<file path="src/rtl/bus_class_arbiter_pkg.sv">
package bus_class_arbiter_pkg;

  // Winning level of one arbitration, highest priority first.
  typedef enum logic [2:0] {
    LVL_NONE,
    LVL_CACHE_HI,
    LVL_MEM,
    LVL_DISP_HI,
    LVL_CACHE_LO,
    LVL_DISP_LO
  } arbLevel_t;

  // Strobes from control to datapath.
  typedef struct packed {
    logic issue;  // a grant is taken this cycle
    logic idle;   // idle bus and nothing eligible: emit a no-op
  } arbStrobe_t;

  function automatic int ptrWidth(input int n);
    return (n > 1) ? $clog2(n) : 1;
  endfunction

endpackage

</file>
<file path="src/rtl/arb_wait_slot.sv">
module arb_wait_slot #(
  parameter int ARB_LATENCY = 2,
  localparam int CW = (ARB_LATENCY > 0) ? $clog2(ARB_LATENCY + 1) : 1
) (
  input  logic clk,
  input  logic rstN,
  input  logic post,
  input  logic clear,
  output logic eligible
);
  localparam logic [CW-1:0] LIMIT = CW'(ARB_LATENCY);

  logic          pending;
  logic [CW-1:0] waitCnt;

  always_ff @(posedge clk) begin
    if (!rstN) begin
      pending <= 1'b0;
      waitCnt <= '0;
    end else if (clear) begin
      // a post that coincides with its grant opens a fresh request
      pending <= post;
      waitCnt <= '0;
    end else if (pending) begin
      if (waitCnt < LIMIT) waitCnt <= waitCnt + 1'b1;
    end else if (post) begin
      pending <= 1'b1;
      waitCnt <= '0;
    end
  end

  assign eligible = pending && (waitCnt >= LIMIT);

endmodule

</file>
<file path="src/rtl/arb_rr_pick.sv">
module arb_rr_pick #(
  parameter int N  = 4,
  parameter int PW = 2
) (
  input  logic [N-1:0]  eligible,
  input  logic [PW-1:0] ptr,
  output logic          any,
  output logic [PW-1:0] idx
);
  always_comb begin
    any = 1'b0;
    idx = '0;
    for (int off = 0; off < N; off++) begin
      if (!any && eligible[(int'(ptr) + off) % N]) begin
        any = 1'b1;
        idx = PW'((int'(ptr) + off) % N);
      end
    end
  end
endmodule

</file>
<file path="src/rtl/arb_datapath.sv">
module arb_datapath
  import bus_class_arbiter_pkg::*;
#(
  parameter int NUM_MEM     = 2,
  parameter int NUM_CACHE   = 3,
  parameter int ARB_LATENCY = 2,
  localparam int NA  = NUM_MEM + NUM_CACHE + 1,
  localparam int NP  = NUM_MEM + 2 * NUM_CACHE + 2,
  localparam int IDW = $clog2(NA)
) (
  input  logic           clk,
  input  logic           rstN,
  input  logic [NP-1:0]  postVec,
  input  logic [NP-1:0]  clearVec,
  input  arbStrobe_t     strobe,
  input  logic [IDW-1:0] winnerId,
  output logic [NP-1:0]  eligVec,
  output logic [NA-1:0]  grantVec,
  output logic [IDW-1:0] grantId,
  output logic           grantValid,
  output logic           noOp
);

  for (genvar e = 0; e < NP; e++) begin : g_slot
    arb_wait_slot #(.ARB_LATENCY(ARB_LATENCY)) u_slot (
      .clk      (clk),
      .rstN     (rstN),
      .post     (postVec[e]),
      .clear    (clearVec[e]),
      .eligible (eligVec[e])
    );
  end

  always_ff @(posedge clk) begin
    if (!rstN) begin
      grantVec   <= '0;
      grantId    <= '0;
      grantValid <= 1'b0;
      noOp       <= 1'b0;
    end else begin
      grantValid <= strobe.issue;
      noOp       <= strobe.idle;
      grantId    <= strobe.issue ? winnerId : '0;
      grantVec   <= strobe.issue ? (NA'(1) << winnerId) : '0;
    end
  end

endmodule

</file>
<file path="src/rtl/arb_ctrl.sv">
module arb_ctrl
  import bus_class_arbiter_pkg::*;
#(
  parameter int NUM_MEM   = 2,
  parameter int NUM_CACHE = 3,
  localparam int NA  = NUM_MEM + NUM_CACHE + 1,
  localparam int NP  = NUM_MEM + 2 * NUM_CACHE + 2,
  localparam int IDW = $clog2(NA),
  localparam int MPW = ptrWidth(NUM_MEM),
  localparam int CPW = ptrWidth(NUM_CACHE),
  // entry layout: memories, cache-high, cache-low, display-high, display-low
  localparam int CH_BASE = NUM_MEM,
  localparam int CL_BASE = NUM_MEM + NUM_CACHE,
  localparam int DH_POS  = NUM_MEM + 2 * NUM_CACHE,
  localparam int DL_POS  = DH_POS + 1
) (
  input  logic           clk,
  input  logic           rstN,
  input  logic           busIdle,
  input  logic [NP-1:0]  eligVec,
  output arbStrobe_t     strobe,
  output logic [IDW-1:0] winnerId,
  output logic [NP-1:0]  clearVec
);

  logic [MPW-1:0] memPtr, memIdx;
  logic [CPW-1:0] chPtr, chIdx, clPtr, clIdx;
  logic           memAny, chAny, clAny;
  arbLevel_t      lvl;
  logic [NP-1:0]  pickVec;

  arb_rr_pick #(.N(NUM_MEM), .PW(MPW)) u_pickMem (
    .eligible (eligVec[NUM_MEM-1:0]),
    .ptr      (memPtr),
    .any      (memAny),
    .idx      (memIdx)
  );

  arb_rr_pick #(.N(NUM_CACHE), .PW(CPW)) u_pickCacheHi (
    .eligible (eligVec[CH_BASE +: NUM_CACHE]),
    .ptr      (chPtr),
    .any      (chAny),
    .idx      (chIdx)
  );

  arb_rr_pick #(.N(NUM_CACHE), .PW(CPW)) u_pickCacheLo (
    .eligible (eligVec[CL_BASE +: NUM_CACHE]),
    .ptr      (clPtr),
    .any      (clAny),
    .idx      (clIdx)
  );

  always_comb begin
    if (chAny)              lvl = LVL_CACHE_HI;
    else if (memAny)        lvl = LVL_MEM;
    else if (eligVec[DH_POS]) lvl = LVL_DISP_HI;
    else if (clAny)         lvl = LVL_CACHE_LO;
    else if (eligVec[DL_POS]) lvl = LVL_DISP_LO;
    else                    lvl = LVL_NONE;
  end

  always_comb begin
    winnerId = '0;
    pickVec  = '0;
    case (lvl)
      LVL_CACHE_HI: begin
        winnerId = IDW'(NUM_MEM) + IDW'(chIdx);
        pickVec  = NP'(1) << (CH_BASE + int'(chIdx));
      end
      LVL_MEM: begin
        winnerId = IDW'(memIdx);
        pickVec  = NP'(1) << int'(memIdx);
      end
      LVL_DISP_HI: begin
        winnerId = IDW'(NA - 1);
        pickVec  = NP'(1) << DH_POS;
      end
      LVL_CACHE_LO: begin
        winnerId = IDW'(NUM_MEM) + IDW'(clIdx);
        pickVec  = NP'(1) << (CL_BASE + int'(clIdx));
      end
      LVL_DISP_LO: begin
        winnerId = IDW'(NA - 1);
        pickVec  = NP'(1) << DL_POS;
      end
      default: ;
    endcase
  end

  assign strobe.issue = busIdle && (lvl != LVL_NONE);
  assign strobe.idle  = busIdle && (lvl == LVL_NONE);
  assign clearVec     = strobe.issue ? pickVec : '0;

  always_ff @(posedge clk) begin
    if (!rstN) begin
      memPtr <= '0;
      chPtr  <= '0;
      clPtr  <= '0;
    end else if (strobe.issue) begin
      case (lvl)
        LVL_MEM:      memPtr <= (int'(memIdx) == NUM_MEM - 1)   ? '0 : memIdx + 1'b1;
        LVL_CACHE_HI: chPtr  <= (int'(chIdx)  == NUM_CACHE - 1) ? '0 : chIdx + 1'b1;
        LVL_CACHE_LO: clPtr  <= (int'(clIdx)  == NUM_CACHE - 1) ? '0 : clIdx + 1'b1;
        default: ;
      endcase
    end
  end

endmodule

</file>
<file path="src/rtl/bus_class_arbiter.sv">
module bus_class_arbiter
  import bus_class_arbiter_pkg::*;
#(
  parameter int NUM_MEM     = 2,
  parameter int NUM_CACHE   = 3,
  parameter int ARB_LATENCY = 2,
  localparam int NA  = NUM_MEM + NUM_CACHE + 1,
  localparam int NP  = NUM_MEM + 2 * NUM_CACHE + 2,
  localparam int IDW = $clog2(NA)
) (
  input  logic                 clk,
  input  logic                 rstN,
  input  logic                 busIdle,
  input  logic [NUM_MEM-1:0]   memReq,
  input  logic [NUM_CACHE-1:0] cacheHiReq,
  input  logic [NUM_CACHE-1:0] cacheLoReq,
  input  logic                 dispHiReq,
  input  logic                 dispLoReq,
  output logic [NA-1:0]        grantVec,
  output logic [IDW-1:0]       grantId,
  output logic                 grantValid,
  output logic                 noOp
);

  logic [NP-1:0]  postVec, clearVec, eligVec;
  logic [IDW-1:0] winnerId;
  arbStrobe_t     strobe;

  assign postVec = {dispLoReq, dispHiReq, cacheLoReq, cacheHiReq, memReq};

  arb_ctrl #(.NUM_MEM(NUM_MEM), .NUM_CACHE(NUM_CACHE)) u_ctrl (
    .clk      (clk),
    .rstN     (rstN),
    .busIdle  (busIdle),
    .eligVec  (eligVec),
    .strobe   (strobe),
    .winnerId (winnerId),
    .clearVec (clearVec)
  );

  arb_datapath #(
    .NUM_MEM(NUM_MEM), .NUM_CACHE(NUM_CACHE), .ARB_LATENCY(ARB_LATENCY)
  ) u_dp (
    .clk        (clk),
    .rstN       (rstN),
    .postVec    (postVec),
    .clearVec   (clearVec),
    .strobe     (strobe),
    .winnerId   (winnerId),
    .eligVec    (eligVec),
    .grantVec   (grantVec),
    .grantId    (grantId),
    .grantValid (grantValid),
    .noOp       (noOp)
  );

endmodule

</file>
<file path="config.mk">
export PLATFORM = sky130hd
export DESIGN_NAME = bus_class_arbiter
export DESIGN_NICKNAME = d
export VERILOG_FILES = /design/src/rtl/bus_class_arbiter_pkg.sv /design/src/rtl/arb_wait_slot.sv /design/src/rtl/arb_rr_pick.sv /design/src/rtl/arb_datapath.sv /design/src/rtl/arb_ctrl.sv /design/src/rtl/bus_class_arbiter.sv
export SDC_FILE = /design/constraint.sdc
export NUM_CORES = 1
export LEC_CHECK = 0
export BUFFER_PORTS_ARGS = -buffer_cell sky130_fd_sc_hd__buf_4
export CORE_MARGIN = 1.5
export CORE_UTILIZATION = 63
export DETAILED_ROUTE_END_ITERATION = 8
export PLACE_DENSITY = 0.89
export SLEW_MARGIN = 5
export SYNTH_ARGS = -nofsm -noshare
export SYNTH_HDL_FRONTEND = slang
export SYNTH_SLANG_ARGS = --single-unit
</file>
<file path="constraint.sdc">
create_clock -name clk -period 5 [get_ports clk]
set_clock_uncertainty 0.15 [all_clocks]
set_input_delay 0.75 -clock clk [delete_from_list [all_inputs] [get_ports clk]]
set_output_delay 0.75 -clock clk [all_outputs]
set_load 0.005 [all_outputs]
</file>
* Yosys cells after proc, flatten, opt, wreduce, memory -nomap -nowiden *
Index checks and enable logic that the tools add are counted.

cells by class
  bitwise logic cells = 2
  div/mod/pow operators = 6
  reduce and logical (&&, ||, !) cells = 59
  $add $sub $neg = 22
  order comparisons = 28
  muxes and demuxes = 110
  equality and inequality tests = 17
  shift-type cells = 4

operators with widths
  kind                     number
  $lt A32 B4 Y1 const B    6
  $mod A32 B3 Y32 const B  4
  $mux W2                  38
  $mod A3 B3 Y32 const B   2
  $shl A1 B32 Y10 const A  2
  $mux W1                  58
  $pmux W10 S5             1
  $reduce_and A2 Y1        14
  $add A2 B1 Y2 const B    12
  $reduce_or A2 Y1         11
  $ge A2 B2 Y1 const B     10
  $lt A2 B2 Y1 const B     10
  $ne A2 B1 Y1 const B     10
  $reduce_bool A2 Y1       10
  $logic_and A1 B1 Y1      17
  $mux W3                  5
  $bmux W1 S2              6
  $pmux W3 S4              1
  $mux W10                 1
  $shl A1 B1 Y10 const A   1
  $add A2 B2 Y3 const A    3
  $add A2 B1 Y3 const B    2
  $add A2 B2 Y3 const B    2
  $eq A3 B2 Y1 const B     2
  13 further kinds         20

word-level totals
  bits of input ports = 13
  flip-flop bits (word level) = 46
  logic and storage cells = 275
  output and inout bits = 11

* Depth between registers and ports, before layout *
Gate-level depths: netlist of the first run.

  word-level depth = 20
  depth in mapped cells = 13
  gate-level depth less buffers = 11

* By module *
From an unflattened synthesis of the first run, not the netlist that was laid out.

unflattened totals
  cells, all modules = 335
  area total of the unflattened synthesis = 2900.3 µm²

by module, submodules not included
  module                                     area an instance (µm²)  sequential area each (µm²)  instances  cells an instance
  arb_wait_slot (u_dp.g_slot[0].u_slot ...)  158.9                   60.1                        8          17
  arb_ctrl                                   533.0                   100.1                       1          75
  arb_rr_pick (u_ctrl.u_pickCacheHi ...)     251.5                   0.0                         2          32
  arb_datapath                               314.1                   220.2                       1          27
  arb_wait_slot (u_dp.g_slot[8].u_slot)      132.6                   60.1                        1          15
  arb_wait_slot (u_dp.g_slot[9].u_slot)      128.9                   60.1                        1          15
  arb_rr_pick (u_ctrl.u_pickMem)             17.5                    0.0                         1          3

* Worst setup path after synthesis of the first run *
Ideal clock, no wire load.

  path kind = register to register
  start = register u_ctrl.clPtr[0]
  end = register u_dp.g_slot[6].u_slot.pending
  data arrival time = 2.717 ns
  period minus slack after synthesis = 2.982 ns
  cell stages (with the launch flop) = 13
  setup slack = 2.018 ns
  data required time = 4.735 ns
  library setup time = 0.115 ns
  cells stage by stage = dfxtp_1 inv_1 ha_1 a22o_1 a21oi_1 o21a_1 ha_1 nor2_1 nand4b_4 and3_4 buf_6 or3_4 o21ba_1

on the way
  longest elaborated chain between the ends = 19

RTL lines
  item                                                      line                 RTL
  start: declaration                                        arb_ctrl.sv:27       logic [CPW-1:0] chPtr, chIdx, clPtr, clIdx;
  start signal: assignment                                  arb_ctrl.sv:103      LVL_CACHE_LO: clPtr <= (int'(clIdx) == NUM_CACHE - 1) ? '0 : clIdx + 1'b1;
  branches (longest 17 deep; another with $mod A32 B3 Y32)  -
  $mux W10 (*)                                              arb_ctrl.sv:92       assign clearVec = strobe.issue ? pickVec : '0;
  $mux W1 (*)                                               arb_wait_slot.sv:20  end else if (clear) begin
  end signal: assignment                                    arb_wait_slot.sv:22  pending <= post;
  end: declaration                                          arb_wait_slot.sv:13  logic pending;

Every way passes the cells marked *. The select of a mux whose other input is x is not followed.
A chain may end at the register's enable or synchronous reset.

* Worst setup path after layout of the first run *
  start = register u_ctrl.clPtr[0]
  end = register u_dp.g_slot[6].u_slot.waitCnt[0]

on the way
  longest elaborated chain between the ends = 19

RTL lines
  item                                                      line                 RTL
  branches (longest 17 deep; another with $mod A32 B3 Y32)  -
  $mux W10 (*)                                              arb_ctrl.sv:92
  $reduce_or A2 Y1 (no source line) (*)                     -
  end signal: assignment                                    arb_wait_slot.sv:25  if (waitCnt < LIMIT) waitCnt <= waitCnt + 1'b1;
  end: declaration                                          arb_wait_slot.sv:14  logic [CW-1:0] waitCnt;

Marks and branches as above.

==> impl_metrics.py, run 1 <==
metrics = {
    "run_status": {
        "outcome": "finished, final reports clean",
    },
    "place": {
        "dp_hpwl_mm": 3.978,
        "gp_congestion": 0.9647,
        "placed_area_um2": 2759,
        "portBuffers": 23,
        "dp_cells": 362,
        "dpl_worst_slack_ps": 1894,
    },
    "clock_network": {
        "cts_resized": 0,
        "numCtsBuffers": 5,
        "hold_buffers": 0,
        "clkTransAtPathRegs_ps": 90,
        "cts_setup_buffers": 0,
        "cts_root_buffer": "clkbuf_8",
        "cts.htree.levels": 2,
        "cts_tree": "done",
        "insertion_delay_ps": 310,
        "clk_path_buf_depth": 2,
        "cts.sinks": 46,
    },
    "drt": {
        "vias": 2221,
        "first_iter_violations": 171,
        "ant_nets": 0,
        "viasPerCell": 6.003,
        "dr.pass1.iters": 4,
        "drcViolationCount": 0,
        "drt-total-wl_mm": 5.282,
        "wire_per_inst_um": 14.28,
    },
    "global_route": {
        "grt_first_pass_wirelength_mm": 8.907,
        "grt-ovfl-total": 0,
        "grt_max_degree": 36,
        "antenna_found_initial": 0,
        "grt_pass1_vias": 2004,
        "grt.total_usage_pct": 26.02,
    },
    "sta": {
        "whs_ps": 324.8,
        "setup_viol_count_final": 0,
        "slew_headroom_pct": 66.16,
        "hold_viol": 0,
        "rsz0062_at_grt": "no",
        "fin_setup_tns_ps": 0,
        "tightest_slew_ps": 501.1,
        "fin_crit_sh_pct": 62.33,
        "timing.final.ws_setup_ps": 1884,
        "fin_crit_ps": 3116,
        "drv_slew": 0,
        "fmax_mhz": 320.9,
    },
    "hold_path": {
        "worstHoldStart": "u_dp.g_slot[3].u_slot.waitCnt[0]",
        "hp-class": "reg2reg",
    },
    "logic_synthesis": {
        "synthFlopType": "dfxtp_1",
        "synth-seq-cells": 46,
        "yosysTopAreaCellShare_pct": 35.90,
        "yosys-top-cells-area": "dfxtp_1, a21oi_1, ha_1, o21ai_0, nand2_1",
        "synth_cell_type_count": 59,
        "syn_inst": 296,
        "ys_warn_count": 0,
        "yosysTopAreaCell": "dfxtp_1",
        "synth_edf_count": 0,
        "avgSynthCellArea_um2": 8.665,
        "yosysSeqAreaShare_pct": 35.90,
        "syn_area_um2": 2565,
        "syn_nets": 318,
        "synth-async-reset-ratio_pct": 0,
    },
    "run": {
        "drv_cap": 0,
    },
    "critical_path": {
        "crit_required_ps": 5060,
        "slowest_delay_ps": 420,
        "crit_arrival_ps": 3180,
        "cp-start-kind": "register",
        "critPathKind": "reg2reg",
        "rr_startpoint": "u_ctrl.clPtr[0]",
        "cp_max_fo": 8,
        "endpoint_kind": "register",
        "path_cells": "inv_1, ha_1, a22o_1, a21oi_1, o21a_1, ha_1, nor2_1, nand4b_4, and3_4, or3_4, and3_1",
        "crit_path_frequent_cell": "ha_1",
        "crit_slowest_cell": "ha_1",
        "crit_start": "u_ctrl.clPtr[0]",
    },
    "die": {
        "die-height_um": 66.81,
        "coreArea_um2": 3943,
        "fp-row-count": 23,
        "initial_utilization_pct": 65.06,
        "io_pins": 24,
        "fp.dieW_um": 66.81,
        "die-area_um2": 4463,
    },
    "power": {
        "leakage_nw": 1.201,
        "finalPower_mw": 0.7739,
        "peakVddDrop_v": 0.0001885,
        "power.density_nw_per_um2": 272.0,
    },
    "final_layout": {
        "utilization_pct": 72.17,
        "nNetsFinal": 341,
        "syn_to_final_growth_pct": 10.93,
        "final_cells": 370,
        "fin_area_um2": 2845,
        "drive_gt1_share_pct": 16.88,
        "fill_cells": 314,
        "diodes": 0,
    },
}
[metal layers]
layer | part of all wire (%) | vias to the layer above | GRT usage, %
met5 | 0 | - | 0
met1 | 46 | 1055 | 32.92
met3 | 3.3 | 8 | 3.885
li1 | - | 1121 | -
met2 | 49 | 37 | 44.50
met4 | 1.7 | 0 | 9.694
[placed cells by master, fill, tap and decap left out, drive strengths merged, types with 2 or more instances in the layout]
cell type and n:
nand4 5, nand2b 5, a22o 2, o21ba 3, inv 21, dfxtp 46, a311o 2, o31ai 4
nor4b 2, clkinv 2, clkbuf 6, a211oi 2, a31oi 3, o21ai 24, o21a 5, a211o 3
o211ai 5, a22oi 6, and3 9, nor2 20, and2 5, buf 23, nand2 28, nor3b 3
ha 9, and4 2, nor3 7, a21oi 27, nand3 12, o2111ai 3, maj3 2, nor2b 10
mux2i 2
[cell families after synthesis]
group           after synthesis  share of synthesized area (%)
buf+inv                      28                          4.683
compound gates               99                          29.17
simple gates                110                          24.24
fa+ha+maj                    11                          5.220
flops                        46                          35.90
mux                           2                         0.7805
[final timing paths]
kind,cells after the start,endpoint,slack (ps)
worst max-delay path,11,u_dp.g_slot[6].u_slot.waitCnt[0],1880
worst min-delay path,2,u_dp.g_slot[3].u_slot.waitCnt[1],320
worst max register to register,11,u_dp.g_slot[6].u_slot.waitCnt[0],1880
worst min register to register,2,u_dp.g_slot[3].u_slot.waitCnt[1],320
[synthesized netlist by cell type (3+ instances only)]
cell,number
nand3_1,11
nand2_1,25
and3_1,8
o211ai_1,3
a211o_1,3
o21ai_0,22
ha_1,9
nor2_1,20
clkbuf_1,5
a22oi_1,5
o31ai_1,4
a21oi_1,27
inv_1,21
nand2b_1,5
dfxtp_1,46
nor3b_1,3
nand4_1,5
nor3_1,6
and2_1,5
nor2b_1,10
o21a_1,5
o2111ai_1,3
[report_power, final]
part | internal [mW] | total [mW] | switching (mW)
Sequential | 0.390 | 0.416 | 0.0264
Clock | 0.0988 | 0.228 | 0.129
Combinational | 0.0593 | 0.130 | 0.0703
Total | 0.548 | 0.774 | 0.226
[sequential cells by signal, summed over array words and instances (netlist names)]
name and cells:
u_ctrl.chPtr 2, u_ctrl.clPtr 2, u_ctrl.memPtr 1, u_dp.g_slot.u_slot.pending 10
u_dp.g_slot.u_slot.waitCnt 20, u_dp.grantId 3, u_dp.grantValid 1, u_dp.grantVec 6
u_dp.noOp 1
[final cells by class]
cell class | count | area [um2] | area share [%]
Clock buffer | 6 | 72.57 | 2.551
Multi-Input combinational cell | 222 | 1524 | 53.56
Sequential cell | 46 | 920.9 | 32.37
Clock inverter | 2 | 13.76 | 0.4837
Inverter | 21 | 78.83 | 2.770
Timing Repair Buffer | 23 | 172.7 | 6.069
Tap cell | 50 | 62.56 | 2.199
[worst max-delay path, delay by kind of cell (launching register included)]
| family | cells | cell delay [ps] |
|---|---|---|
| AO/OA/AOI/OAI | 3 | 710 |
| adder cells (fa/ha/maj) | 2 | 680 |
| buffers and inverters | 1 | 60 |
| flip-flops | 1 | 370 |
| AND/OR/NAND/NOR | 5 | 1050 |
No activity file was read; power rests on OpenSTA's default activity.
==> run 2: changes to the inputs <==
--- a/config.mk
+++ b/config.mk
@@ -5,11 +5,12 @@
 export SDC_FILE = /design/constraint.sdc
 export NUM_CORES = 1
 export LEC_CHECK = 0
+export ABC_AREA = 1
 export BUFFER_PORTS_ARGS = -buffer_cell sky130_fd_sc_hd__buf_4
 export CORE_MARGIN = 1.5
-export CORE_UTILIZATION = 63
+export CORE_UTILIZATION = 59
 export DETAILED_ROUTE_END_ITERATION = 8
-export PLACE_DENSITY = 0.89
+export PLACE_DENSITY = 0.84
 export SLEW_MARGIN = 5
 export SYNTH_ARGS = -nofsm -noshare
 export SYNTH_HDL_FRONTEND = slang
==> constraint.sdc (replaced) <==
create_clock -name clk -period 2.9 [get_ports clk]
set_clock_uncertainty 0.15 [all_clocks]
set_input_delay 0.435 -clock clk [delete_from_list [all_inputs] [get_ports clk]]
set_output_delay 0.435 -clock clk [all_outputs]
set_load 0.005 [all_outputs]
==> run 2 against run 1 <==
Against the previous run: first-iteration DRC count grew 7.0%; non-clock buffer count grew 2; total power grew to 3.1 times the previous value; critical endpoint is now u_dp.g_slot[7].u_slot.pending; sequential power grew 90%; die area grew 6.9%; setup slack lost 1700 ps; core utilization grew 0.49 points; synthesized cell count grew 27%; count of clock-buffer cells in the layout grew 1.
==> impl_metrics.py, run 2 <==
metrics = {
    "sta": {
        "tightest_slew_ps": 384.8,
        "slew_headroom_pct": 74.21,
        "timing.final.ws_setup_ps": 221.2,
        "fin_crit_sh_pct": 92.37,
        "hold_viol": 0,
        "fin_crit_ps": 2679,
        "whs_ps": 187.9,
        "fmax_mhz": 373.3,
        "setup_viol_count_final": 0,
        "drv_slew": 0,
    },
    "hold_path": {
        "hp-class": "in2reg",
        "min_path_cells": 3,
    },
    "logic_synthesis": {
        "yosys-top-cells-area": "dfxtp_1, nand2_1, inv_1, nor2_1, a21oi_1",
        "synth_edf_count": 0,
        "yosysMostFrequentCell": "nand2_1",
        "synthFlopType": "dfxtp_1",
        "syn_area_um2": 2576,
        "synth-async-reset-ratio_pct": 0,
        "synth_simple_gate_area_share_pct": 35.60,
        "ys_warn_count": 0,
        "synthMuxAreaShare_pct": 0,
        "yosysSeqAreaShare_pct": 35.75,
        "synthAdderAreaFrac_pct": 4.371,
        "yosysTopAreaCellShare_pct": 35.75,
        "synth_cell_type_count": 30,
        "synth_compound_area_share_pct": 13.21,
        "yosysTopAreaCell": "dfxtp_1",
        "avgSynthCellArea_um2": 6.852,
        "synth_top_family_by_area": "simple AND/OR/NAND/NOR gates",
        "synth-seq-cells": 46,
        "synth_xor_area_share_pct": 0,
        "syn_nets": 398,
        "ys_top_cells_by_count": "nand2_1, inv_1, nor2_1",
        "syn_inst": 376,
    },
    "clock_network": {
        "cts.htree.levels": 2,
        "insertion_delay_ps": 300,
        "cts_tree": "done",
        "cts.sinks": 46,
        "clk_path_buf_depth": 2,
        "clkTransAtPathRegs_ps": 90,
        "cts_root_buffer": "clkbuf_8",
        "numCtsBuffers": 5,
    },
    "drt": {
        "viasPerCell": 5.201,
        "vias": 2377,
        "drcViolationCount": 0,
        "ant_nets": 0,
        "wire_per_inst_um": 11.01,
        "drt-total-wl_mm": 5.030,
        "dr.pass1.iters": 4,
        "first_iter_violations": 183,
    },
    "critical_path": {
        "cp_num_buf_inv": 6,
        "slowest_delay_ps": 370,
        "critPathKind": "reg2reg",
        "crit_cells": 19,
        "endpoint_kind": "register",
        "crit_required_ps": 2960,
        "cp-start-kind": "register",
        "crit_arrival_ps": 2740,
        "crit_slowest_cell": "dfxtp_2",
        "cp_max_fo": 5,
        "path_cells": "inv_2, ha_4, inv_4, nand3_1, nand2_1, nand2_2, inv_1, nor2_2, nand2_1, o21ai_2, inv_2, ha_1, nand3b_1, nand2_2, inv_2, nor2_1, nand2_1, o21ai_2, inv_1",
        "reg2reg_depth": 19,
        "critPathTopFamily": "simple AND/OR/NAND/NOR gates",
    },
    "die": {
        "fp.dieW_um": 69.08,
        "coreArea_um2": 4086,
        "die-height_um": 69.08,
        "fp-row-count": 23,
        "die-area_um2": 4772,
        "initial_utilization_pct": 63.04,
        "io_pins": 24,
    },
    "global_route": {
        "grtUsageMet1_pct": 25.78,
        "busiest_layer": "met2",
        "antenna_found_initial": 0,
        "grt_pass1_vias": 2195,
        "grt_first_pass_wirelength_mm": 8.866,
        "grtUsageMet3_pct": 4.825,
        "grt-ovfl-total": 0,
        "grt.total_usage_pct": 22.31,
        "grt_max_degree": 17,
        "grtUsageMet2_pct": 40.06,
    },
    "power": {
        "peakVddDrop_v": 0.0003606,
        "p_comb_share_pct": 47.7,
        "clkPwrFrac_pct": 19.4,
        "switching_power_mw": 0.9815,
        "switching_share_pct": 40.99,
        "pwr-share-seq_pct": 32.9,
        "leakage_nw": 1.556,
        "power.density_nw_per_um2": 806.5,
        "p_int_mw": 1.413,
    },
    "final_layout": {
        "utilization_pct": 72.66,
        "diodes": 0,
        "reg_top3": "u_dp.g_slot.u_slot.waitCnt x20, u_dp.g_slot.u_slot.pending x10, u_dp.grantVec x6",
        "syn_to_final_growth_pct": 15.25,
        "multiInputGateArea_um2": 1413,
        "fill_cells": 333,
        "layout_commonest_cell": "nand2_1",
        "regMostFlops": "u_dp.g_slot.u_slot.waitCnt",
        "nNetsFinal": 428,
        "largest_register_ffs": 20,
        "seq_area_um2": 923.4,
        "final_cell_mix": "nand2_1, inv_1, nor2_1",
        "drive_gt1_share_pct": 20.88,
    },
    "place": {
        "dp_hpwl_mm": 3.877,
        "portBuffers": 23,
        "gp_congestion": 0.8604,
        "dpl_worst_slack_ps": -41.84,
    },
    "run_status": {
        "outcome": "finished, final reports clean",
    },
    "run": {
        "drv_cap": 0,
    },
}
## run 2: cell count changes after synthesis, moves of 10 or more
cell / delta
nor2b_1: -10
nand3_1: +10
nor2_1: +34
nand2_1: +45
inv_1: +44
## run 2: power by group through the flow
| stage | Clock, mW | Combinational [mW] | Sequential, mW |
|---|---|---|---|
| after floorplan | 0 | 0.837 | 0.794 |
| after global placement | 0 | 1.05 | 0.793 |
| after detailed placement | 0 | 1.07 | 0.799 |
| after CTS | 0.474 | 1.10 | 0.785 |
| after global routing | 0.499 | 1.28 | 0.802 |
| final | 0.464 | 1.14 | 0.789 |
## run 2: kinds of logic after synthesis
group                    Yosys count
AND/OR/NAND/NOR                  186
buffers and inverters             75
AO/OA/AOI/OAI                     60
flip-flops                        46
adder cells (fa/ha/maj)            9
## run 2: worst register-to-register path: stages (launching register included)
cell and delay [ps]:
dfxtp_2 370, inv_2 60, ha_4 300, inv_4 50
nand3_1 90, nand2_1 70, nand2_2 70, inv_1 50
nor2_2 90, nand2_1 70, o21ai_2 190, inv_2 80
ha_1 280, nand3b_1 170, nand2_2 100, inv_2 60
nor2_1 90, nand2_1 80, o21ai_2 140, inv_1 40
## run 2: final timing paths
kind,slack [ps],from,end
setup / recovery,220,u_ctrl.clPtr[0],u_dp.g_slot[7].u_slot.pending
hold reg to reg,320,u_dp.g_slot[0].u_slot.waitCnt[0],u_dp.g_slot[0].u_slot.waitCnt[0]
hold / removal,190,cacheLoReq[1],u_dp.g_slot[6].u_slot.pending
setup reg to reg,220,u_ctrl.clPtr[0],u_dp.g_slot[7].u_slot.pending
## run 2: area by class of cell
class | count | area share [%]
timing repair buffer | 25 | 6.321
multi-input combinational | 255 | 47.58
tap | 50 | 2.107
clock buffer | 7 | 2.571
clock inverter | 1 | 1.011
sequential | 46 | 31.10
inverter | 73 | 9.313
## run 2: per-stage QoR
step | power [mW] | setup TNS (ps) | instance area [um2] | cells
after detailed placement | 1.872 | -41.84 | 2800 | 447
after global routing | 2.576 | -7.873 | 2969 | 457
final | 2.395 | 0 | 2969 | 457
after floorplan | 1.631 | 0 | 2576 | 376
after global placement | 1.841 | 0 | 2800 | 447
after CTS | 2.359 | 0 | 2923 | 455
## run 2: metal layers
metal | vias to the layer above | part of all wire [%]
li1 | 1250 | -
met1 | 1061 | 45
met2 | 52 | 48
met3 | 14 | 4.4
met4 | 0 | 2.3
met5 | - | 0
## run 2: timing repair
action,in CTS,in global routing
setup buffers,0,2
resized for setup,2,12
setup endpoints to repair,5,18
pin swaps,0,6
hold buffers,0,0
cloned,0,0
